[config.mk]
export PLATFORM = sky130hd
export DESIGN_NAME = burst_req_ctrl
export DESIGN_NICKNAME = d
export VERILOG_FILES = /design/src/rtl/brq_pkg.sv /design/src/rtl/brq_cfg.sv /design/src/rtl/brq_thresh.sv /design/src/rtl/brq_counter.sv /design/src/rtl/burst_req_ctrl.sv
export SDC_FILE = /design/constraint.sdc
export NUM_CORES = 1
export LEC_CHECK = 0
export BUFFER_PORTS_ARGS = -buffer_cell sky130_fd_sc_hd__buf_2
export CORE_ASPECT_RATIO = 0.9
export CORE_MARGIN = 3
export CORE_UTILIZATION = 30
export CTS_BUF_LIST = sky130_fd_sc_hd__clkbuf_16
export CTS_CLUSTER_SIZE = 16
export DETAILED_ROUTE_END_ITERATION = 8
export GPL_TIMING_DRIVEN = 0
export SLEW_MARGIN = 30
export SYNTH_ARGS = -nofsm -noshare
export SYNTH_HDL_FRONTEND = slang
export SYNTH_SLANG_ARGS = --single-unit
[constraint.sdc]
create_clock -name clk -period 2.5 [get_ports clk]
set_input_delay 0.125 -clock clk [delete_from_list [all_inputs] [get_ports clk]]
set_output_delay 0.125 -clock clk [all_outputs]
set_load 0.01 [all_outputs]
[src/rtl/brq_pkg.sv]
package brq_pkg;

    localparam int BCODE_W = 3;
    localparam int TCODE_W = 2;
    localparam int CFG_W   = BCODE_W + TCODE_W;
    localparam int MAX_LEN = 1 << ((1 << BCODE_W) - 1);
    localparam int CNT_W   = $clog2(MAX_LEN + 1);
    localparam int THR_W   = 6;

    typedef enum logic [1:0] {
        ST_IDLE  = 2'd0,
        ST_REQ   = 2'd1,
        ST_BURST = 2'd2
    } brq_state_e;

    // Trigger level in Dwords for a class and code.
    function automatic logic [THR_W-1:0] thr_dwords(input logic audio,
                                                    input logic [TCODE_W-1:0] code);
        logic [THR_W-1:0] v;
        unique case ({audio, code})
            3'b000:  v = 6'd4;
            3'b001:  v = 6'd8;
            3'b010:  v = 6'd16;
            3'b011:  v = 6'd32;
            3'b100:  v = 6'd1;
            3'b101:  v = 6'd4;
            3'b110:  v = 6'd8;
            default: v = 6'd16;
        endcase
        return v;
    endfunction

endpackage

[src/rtl/brq_cfg.sv]
module brq_cfg
    import brq_pkg::*;
(
    input  logic               clk,
    input  logic               rst_n,
    input  logic               we,
    input  logic [CFG_W-1:0]   wdata,
    output logic [BCODE_W-1:0] burst_code,
    output logic [TCODE_W-1:0] thr_code
);

    always_ff @(posedge clk or negedge rst_n) begin
        if (!rst_n) begin
            burst_code <= '0;
            thr_code   <= '0;
        end else if (we) begin
            burst_code <= wdata[CFG_W-1:TCODE_W];
            thr_code   <= wdata[TCODE_W-1:0];
        end
    end

endmodule

[src/rtl/brq_thresh.sv]
module brq_thresh
    import brq_pkg::*;
#(
    parameter  int DEPTH   = 64,
    localparam int LEVEL_W = $clog2(DEPTH + 1),
    localparam int CMP_W   = (LEVEL_W > THR_W) ? LEVEL_W : THR_W
) (
    input  logic [LEVEL_W-1:0] level,
    input  logic               dir_rd,
    input  logic               audio,
    input  logic [TCODE_W-1:0] thr_code,
    output logic               met,
    output logic               avail_zero
);

    logic [LEVEL_W-1:0] avail;
    logic [THR_W-1:0]   thr;
    logic [CMP_W-1:0]   avail_ext;
    logic [CMP_W-1:0]   thr_ext;

    always_comb begin
        // drain mode counts held data, fill mode counts free slots
        avail      = dir_rd ? (LEVEL_W'(DEPTH) - level) : level;
        thr        = thr_dwords(audio, thr_code);
        avail_ext  = CMP_W'(avail);
        thr_ext    = CMP_W'(thr);
        met        = (avail_ext >= thr_ext);
        avail_zero = (avail == '0);
    end

endmodule

[src/rtl/brq_counter.sv]
module brq_counter
    import brq_pkg::*;
(
    input  logic             clk,
    input  logic             rst_n,
    input  logic             clr,
    input  logic             load,
    input  logic [CNT_W-1:0] load_val,
    input  logic             dec,
    output logic [CNT_W-1:0] cnt
);

    always_ff @(posedge clk or negedge rst_n) begin
        if (!rst_n) begin
            cnt <= '0;
        end else if (clr) begin
            cnt <= '0;
        end else if (load) begin
            cnt <= load_val;
        end else if (dec && (cnt != '0)) begin
            cnt <= cnt - CNT_W'(1);
        end
    end

endmodule

[src/rtl/burst_req_ctrl.sv]
module burst_req_ctrl
    import brq_pkg::*;
#(
    parameter  int DEPTH   = 64,
    localparam int LEVEL_W = $clog2(DEPTH + 1)
) (
    input  logic               clk,
    input  logic               rst_n,
    input  logic               cfg_we,
    input  logic [CFG_W-1:0]   cfg_wdata,
    output logic [CFG_W-1:0]   cfg_rdata,
    input  logic               dir_rd,
    input  logic               chan_audio,
    input  logic [LEVEL_W-1:0] fifo_level,
    input  logic               grant,
    input  logic               dw_accept,
    output logic               req,
    output logic               burst_active,
    output logic [CNT_W-1:0]   burst_len,
    output logic [CNT_W-1:0]   dw_count
);

    brq_state_e         state_q, state_d;
    logic [BCODE_W-1:0] burst_code;
    logic [TCODE_W-1:0] thr_code;
    logic [BCODE_W-1:0] act_code_q;
    logic               met, avail_zero;
    logic               t_trigger, t_grant, t_done, t_starve;

    brq_cfg u_cfg (
        .clk        (clk),
        .rst_n      (rst_n),
        .we         (cfg_we),
        .wdata      (cfg_wdata),
        .burst_code (burst_code),
        .thr_code   (thr_code)
    );

    brq_thresh #(.DEPTH(DEPTH)) u_thresh (
        .level      (fifo_level),
        .dir_rd     (dir_rd),
        .audio      (chan_audio),
        .thr_code   (thr_code),
        .met        (met),
        .avail_zero (avail_zero)
    );

    // transition conditions
    always_comb begin
        t_trigger = (state_q == ST_IDLE)  && met;
        t_grant   = (state_q == ST_REQ)   && grant;
        t_done    = (state_q == ST_BURST) && dw_accept && (dw_count == CNT_W'(1));
        t_starve  = (state_q == ST_BURST) && avail_zero;
    end

    // state register
    always_ff @(posedge clk or negedge rst_n) begin
        if (!rst_n) begin
            state_q    <= ST_IDLE;
            act_code_q <= '0;
        end else begin
            state_q <= state_d;
            if (t_trigger) begin
                act_code_q <= burst_code;
            end
        end
    end

    // next state
    always_comb begin
        state_d = state_q;
        unique case (state_q)
            ST_IDLE:  if (t_trigger)           state_d = ST_REQ;
            ST_REQ:   if (t_grant)             state_d = ST_BURST;
            ST_BURST: if (t_done || t_starve)  state_d = ST_IDLE;
            default:                           state_d = ST_IDLE;
        endcase
    end

    brq_counter u_cnt (
        .clk      (clk),
        .rst_n    (rst_n),
        .clr      (t_starve),
        .load     (t_grant),
        .load_val (burst_len),
        .dec      ((state_q == ST_BURST) && dw_accept),
        .cnt      (dw_count)
    );

    // outputs
    always_comb begin
        req          = (state_q == ST_REQ);
        burst_active = (state_q == ST_BURST);
        burst_len    = CNT_W'(1) << act_code_q;
        cfg_rdata    = {burst_code, thr_code};
    end

endmodule

---- Yosys cells after proc, flatten, opt, wreduce, memory -nomap -nowiden ----
Index checks and enable logic that the tools add are counted.
storage, ports and cells
  bits in registers ....................... 18
  input bits .............................. 19
operators by class
  muxes and demuxes ....................... 9
  equality and inequality tests ........... 11
  add/subtract/negate cells ............... 2
  order comparisons ....................... 1
  shifts and indexed selects .............. 1
  reduce and logical (&&, ||, !) cells .... 15
operators with widths
  operator             count
  $mux 8               3
  $pmux 6 s4           1
  $eq 3x3->1 const B   3
  $eq 8x1->1 const B   1
  $reduce_bool 8->1    1
  $shl 1x3->8 const A  1
  $sub 8x1->8 const B  1
  $ge 7x6->1           1
  $logic_not 7->1      1
  $mux 7               1
  $sub 7x7->7 const A  1
  $logic_and 1x1->1    6
  $mux 2               3
  $pmux 2 s3           1
  $ne 2x1->1 const B   2
  $reduce_or 2->1      2
  $eq 3x1->1 const B   1
  $eq 3x2->1 const B   1
  $logic_not 3->1      1
  $reduce_and 3->1     1
  $reduce_bool 3->1    1
  $eq 2x1->1 const B   1
  $eq 2x2->1 const B   1
  $logic_not 2->1      1
  2 further kinds      2

---- Longest topological paths before layout ----
  word-level depth ........................ 7
  mapped depth ............................ 10
  mapped depth without buffers ............ 10

---- Hierarchy ----
A second synthesis with hierarchy kept.
second synthesis, totals
  cell total of the unflattened synthesis .. 142
  area total of the unflattened synthesis .. 1353.8 sq um
by module, submodules not included
  module          sequential area each (sq um)  cells an instance  times used  area each (sq um)
  brq_counter     200.2                         58                 1           544.3
  burst_req_ctrl  125.1                         36                 1           325.3
  brq_thresh      0.0                           38                 1           302.8
  brq_cfg         125.1                         10                 1           181.4

---- Worst setup path before layout ----
OpenSTA, ideal clock, no wires.
  kind .................................... input to register
  start point ............................. input fifo_level[2]
  end point ............................... register act_code_q[0]
  slack ................................... 393 ps
  required time ........................... 2375 ps
  data arrival time ....................... 1982 ps
  buffers on the path ..................... 1
  stages on the path ...................... 9
  path through ............................ or3_1 -> buf_2 -> o31ai_1 -> xnor2_1 -> ha_1 -> a21oi_1 -> a311o_1 -> o21ai_2 -> mux2_2
on the way
  word-level cells in the longest chain between the ends .. 4
RTL lines
  what                  line                  source
  start, declared       burst_req_ctrl.sv:14  input logic [LEVEL_W-1:0] fifo_level,
  $sub 7x7->7           brq_thresh.sv:23      avail = dir_rd ? (LEVEL_W'(DEPTH) - level) : level;
  $mux 7 *              brq_thresh.sv:23
  $ge 7x6->1 *          brq_thresh.sv:27      met = (avail_ext >= thr_ext);
  $logic_and 1x1->1 *   burst_req_ctrl.sv:50  t_trigger = (state_q == ST_IDLE) && met;
  end signal, assigned  burst_req_ctrl.sv:64  act_code_q <= burst_code;
  end, declared         burst_req_ctrl.sv:26  logic [BCODE_W-1:0] act_code_q;
Every way passes the cells marked *; elsewhere a longest branch is shown, timed or not.
A chain may end at the register's enable or synchronous reset.

---- Final worst setup path ----
  start point ............................. register u_cnt.cnt[0]
  end point ............................... register u_cnt.cnt[3]
on the way
  word-level cells in the longest chain between the ends .. 4
  elaborated cells on any way between the ends .. 7
  classes of those cells .................. add/sub: 1; mux: 3; reduce/logical: 3
RTL lines
  what                    line               source
  start, declared         brq_counter.sv:10  output logic [CNT_W-1:0] cnt
  start signal, assigned  brq_counter.sv:19  cnt <= load_val;
  start signal, assigned  brq_counter.sv:21  cnt <= cnt - CNT_W'(1);
  $sub 8x1->8             brq_counter.sv:21
  $mux 8                  brq_counter.sv:20  end else if (dec && (cnt != '0)) begin
  $mux 8                  brq_counter.sv:18  end else if (load) begin
  $mux 8                  brq_counter.sv:16  end else if (clr) begin
Several ways; a longest one is shown, not always the timed one. The select of a mux whose other input is x is not followed.

==> impl_metrics.env <==
export IMPL_status="complete, no violations"
export IMPL_fmax_ghz=0.449
export IMPL_yosysUniqueCellTypes=43
export IMPL_clk_path_buf_depth=2
export IMPL_die_x_um=77.0
export IMPL_p_total_uw=1680
export IMPL_initial_core_util_pct=32.3
export IMPL_grtUsageTotal_pct=11.6
export IMPL_drtAntennaViolNets=0
export IMPL_clk_pin_slew_ns=0.05
export IMPL_yosys_warnings=0
export IMPL_cp_end_kind="flop"
export IMPL_pin_count=42
export IMPL_viasPerCell=4.86
export IMPL_rows=22
export IMPL_synthSimpleGateAreaFrac_pct=25.7
export IMPL_port_buffer_count=40
export IMPL_dr_pass1_iters=6
export IMPL_cts_tree="done"
export IMPL_die_h_um=69.9
export IMPL_rsz0062_at_grt="no"
export IMPL_yosysSeqAreaShare_pct=33.1
export IMPL_clock_latency_ns=0.25
export IMPL_dp_hpwl_um=2430
export IMPL_worstMarginPinSlew_ns=0.550
export IMPL_diodes=0
export IMPL_routed_wl_um=3120
export IMPL_drtIter0Drc=67
export IMPL_gp_congestion=0.775
export IMPL_synth_compound_area_share_pct=13.4
export IMPL_drcViolationCount=0
export IMPL_design_area_mm2=0.00172
export IMPL_drive_gt1_share_pct=32.1
export IMPL_path_class="reg -> reg"
export IMPL_post_cts_resized=0
export IMPL_timing_final_crit_share_pct=89.1
export IMPL_utilization_pct=40.9
export IMPL_hp_class="in -> reg"
export IMPL_hold_buffers=1
export IMPL_clkSinkCount=18
export IMPL_cts_buffers_inserted=3
export IMPL_finalCriticalPeriod_ns=2.23
export IMPL_fin_cells=253
export IMPL_crit_arrival_ns=2.39
export IMPL_grt_max_degree=19
export IMPL_synth_nets=176
export IMPL_synthMuxAreaShare_pct=10.1
export IMPL_postSynthCellCount=148
export IMPL_final_hold_viol_count=0
export IMPL_overflow=0
export IMPL_grt_pass1_wl_um=5340
export IMPL_powerDensity_mw_per_mm2=977
export IMPL_die_area_mm2=0.00538
export IMPL_antenna_found_initial=0
export IMPL_maxSlewViolCount=0
export IMPL_fin_setup_tns_ns=0
export IMPL_setup_violations=0
export IMPL_vias=1230
export IMPL_fin_skew_ns=0.00100
export IMPL_core_area_mm2=0.00421
export IMPL_syn_area_per_cell_um2=9.19
export IMPL_crit_required_ns=2.66
export IMPL_mappedNetlistArea_mm2=0.00136
export IMPL_synth_top_area_share_pct=33.1
export IMPL_nets=222
export IMPL_maxCapViolations=0
export IMPL_ys_top_cells_by_area="dfrtp_1 (33%), ha_1 (8.3%), mux2_2 (8.3%), nor2_1 (4.4%), a211oi_1 (3.9%)"
export IMPL_synth_adder_area_share_pct=8.28
export IMPL_max_slew_margin_pct=63.0
export IMPL_ys_ff_latch=18
export IMPL_cts_root_buf="clkbuf_16"
export IMPL_synth_top_family_by_area="simple AND/OR/NAND/NOR gates"
export IMPL_yosys_area_top_type="dfrtp_1"
export IMPL_start_kind="flop"
export IMPL_htreeDepth=1
export IMPL_dp_cells=248
export IMPL_crit_fanout=5
export IMPL_area_growth_pct=26.8
export IMPL_peakVddDrop_mv=0.441
export IMPL_place_area_mm2=0.00164
export IMPL_wl_per_cell_um=12.3
export IMPL_synth_xor_area_share_pct=4.51
export IMPL_grt_pass1_vias=1171
export IMPL_leakagePower_uw=0.000797
export IMPL_cts_setup_buffers=0
## flip-flops by register name, summed over array words and instances (netlist names)
register / flops
state_q: 2
u_cnt.cnt: 8
act_code_q: 3
u_cfg.burst_code: 3
u_cfg.thr_code: 2
## path summary, 6_finish.rpt
check | start | to | slack [ns] | cells after the start
setup / recovery | u_cnt.cnt[0] | u_cnt.cnt[3] | 0.27 | 7
hold / removal | cfg_wdata[2] | u_cfg.burst_code[0] | 0.11 | 2
setup reg to reg | u_cnt.cnt[0] | u_cnt.cnt[3] | 0.27 | 7
hold reg to reg | u_cfg.burst_code[1] | u_cfg.burst_code[1] | 0.53 | 1
max in group asynchronous | rst_n | state_q[0] | 1.87 | 2
min in group asynchronous | rst_n | u_cnt.cnt[5] | 0.34 | 2
## Yosys cell counts
cell type,count
clkbuf_2,1
ha_1,9
a21oi_1,4
nand4b_1,1
a21o_2,1
mux2i_1,1
nor3b_1,3
inv_1,9
and3_1,3
xor2_1,1
o41ai_1,1
buf_4,2
mux2_2,10
and3b_1,1
o21ai_2,1
o211ai_1,1
dfrtp_1,18
a211oi_1,7
mux2_4,1
a32oi_1,1
nand2_1,9
o311a_2,1
nor2_1,16
nand3_1,2
o2111ai_1,1
or4_1,1
nand3b_1,1
nor4_4,1
nand4_1,2
or3b_1,1
nor2b_1,6
or4b_1,1
buf_2,1
a311o_1,1
nor3_1,5
and2_1,1
xnor2_1,6
nand2b_1,1
nor4_1,3
o21ai_0,3
clkbuf_1,2
o31ai_1,3
or3_1,4
## worst max-delay path, stage by stage, from the launching register on
cell,delay (ns)
dfrtp_1,0.43
inv_1,0.14
ha_1,0.16
or4b_1,0.48
o211ai_1,0.44
nor4_1,0.11
xnor2_1,0.15
a211oi_1,0.23
## cell type report
type,instances,area [um2]
tap,60,75.1
buffer,6,32.5
sequential,18,450
multi-input combinational,115,843
clock inverter,1,3.75
clock buffer,3,75.1
timing repair buffer,41,210
inverter,9,33.8
fill,431,2490
## layout by cell type, fill, tap and decap left out, drive strengths merged, types with 2 or more instances in the layout
| cell type | netlist | layout |
|---|---|---|
| buf | 3 | 43 |
| dfrtp | 18 | 18 |
| nor2 | 16 | 16 |
| mux2 | 11 | 11 |
| inv | 9 | 9 |
| nand2 | 9 | 9 |
| ha | 9 | 9 |
| a211oi | 7 | 7 |
| nor2b | 6 | 6 |
| xnor2 | 6 | 6 |
| clkbuf | 3 | 6 |
| nor3 | 5 | 5 |
| or3 | 4 | 4 |
| a21oi | 4 | 4 |
| o21ai | 4 | 4 |
| nor4 | 4 | 4 |
| o31ai | 3 | 3 |
| nor3b | 3 | 3 |
| and3 | 3 | 3 |
| nand4 | 2 | 2 |
| nand3 | 2 | 2 |
## metrics by stage
step | setup WS (ns) | hold WS [ns]
global route | 0.128 | 0.113
CTS | 0.270 | 0.105
detailed placement | 0.147 | 0.0837
floorplan | 0.393 | -0.171
finish | 0.274 | 0.106
global placement | 0.133 | 0.0833
## logic make-up (layout without fill, tap and decap cells)
logic type      Yosys count  in the layout
buf+inv                  15             60
compound gates           25             25
xor+xnor                  7              7
simple gates             62             62
flops                    18             18
mux                      12             12
fa+ha+maj                 9              9
## per-layer routing
layer  part of all wire (%)  GRT usage (%)  routed length [um]  vias up
met5                      0              0                   0        -
li1                       -              -                   -      633
met1                     49           15.6                1530      570
met4                      0          0.791                   0        0
met2                     46           19.4                1440       27
met3                    4.9           3.22                 153        0
## report_power, final
part	switching (uW)	total, uW	internal, uW
sequential	113	518	406
combinational	461	840	379
clock	113	326	213
No activity file was read; power rests on OpenSTA's default activity.
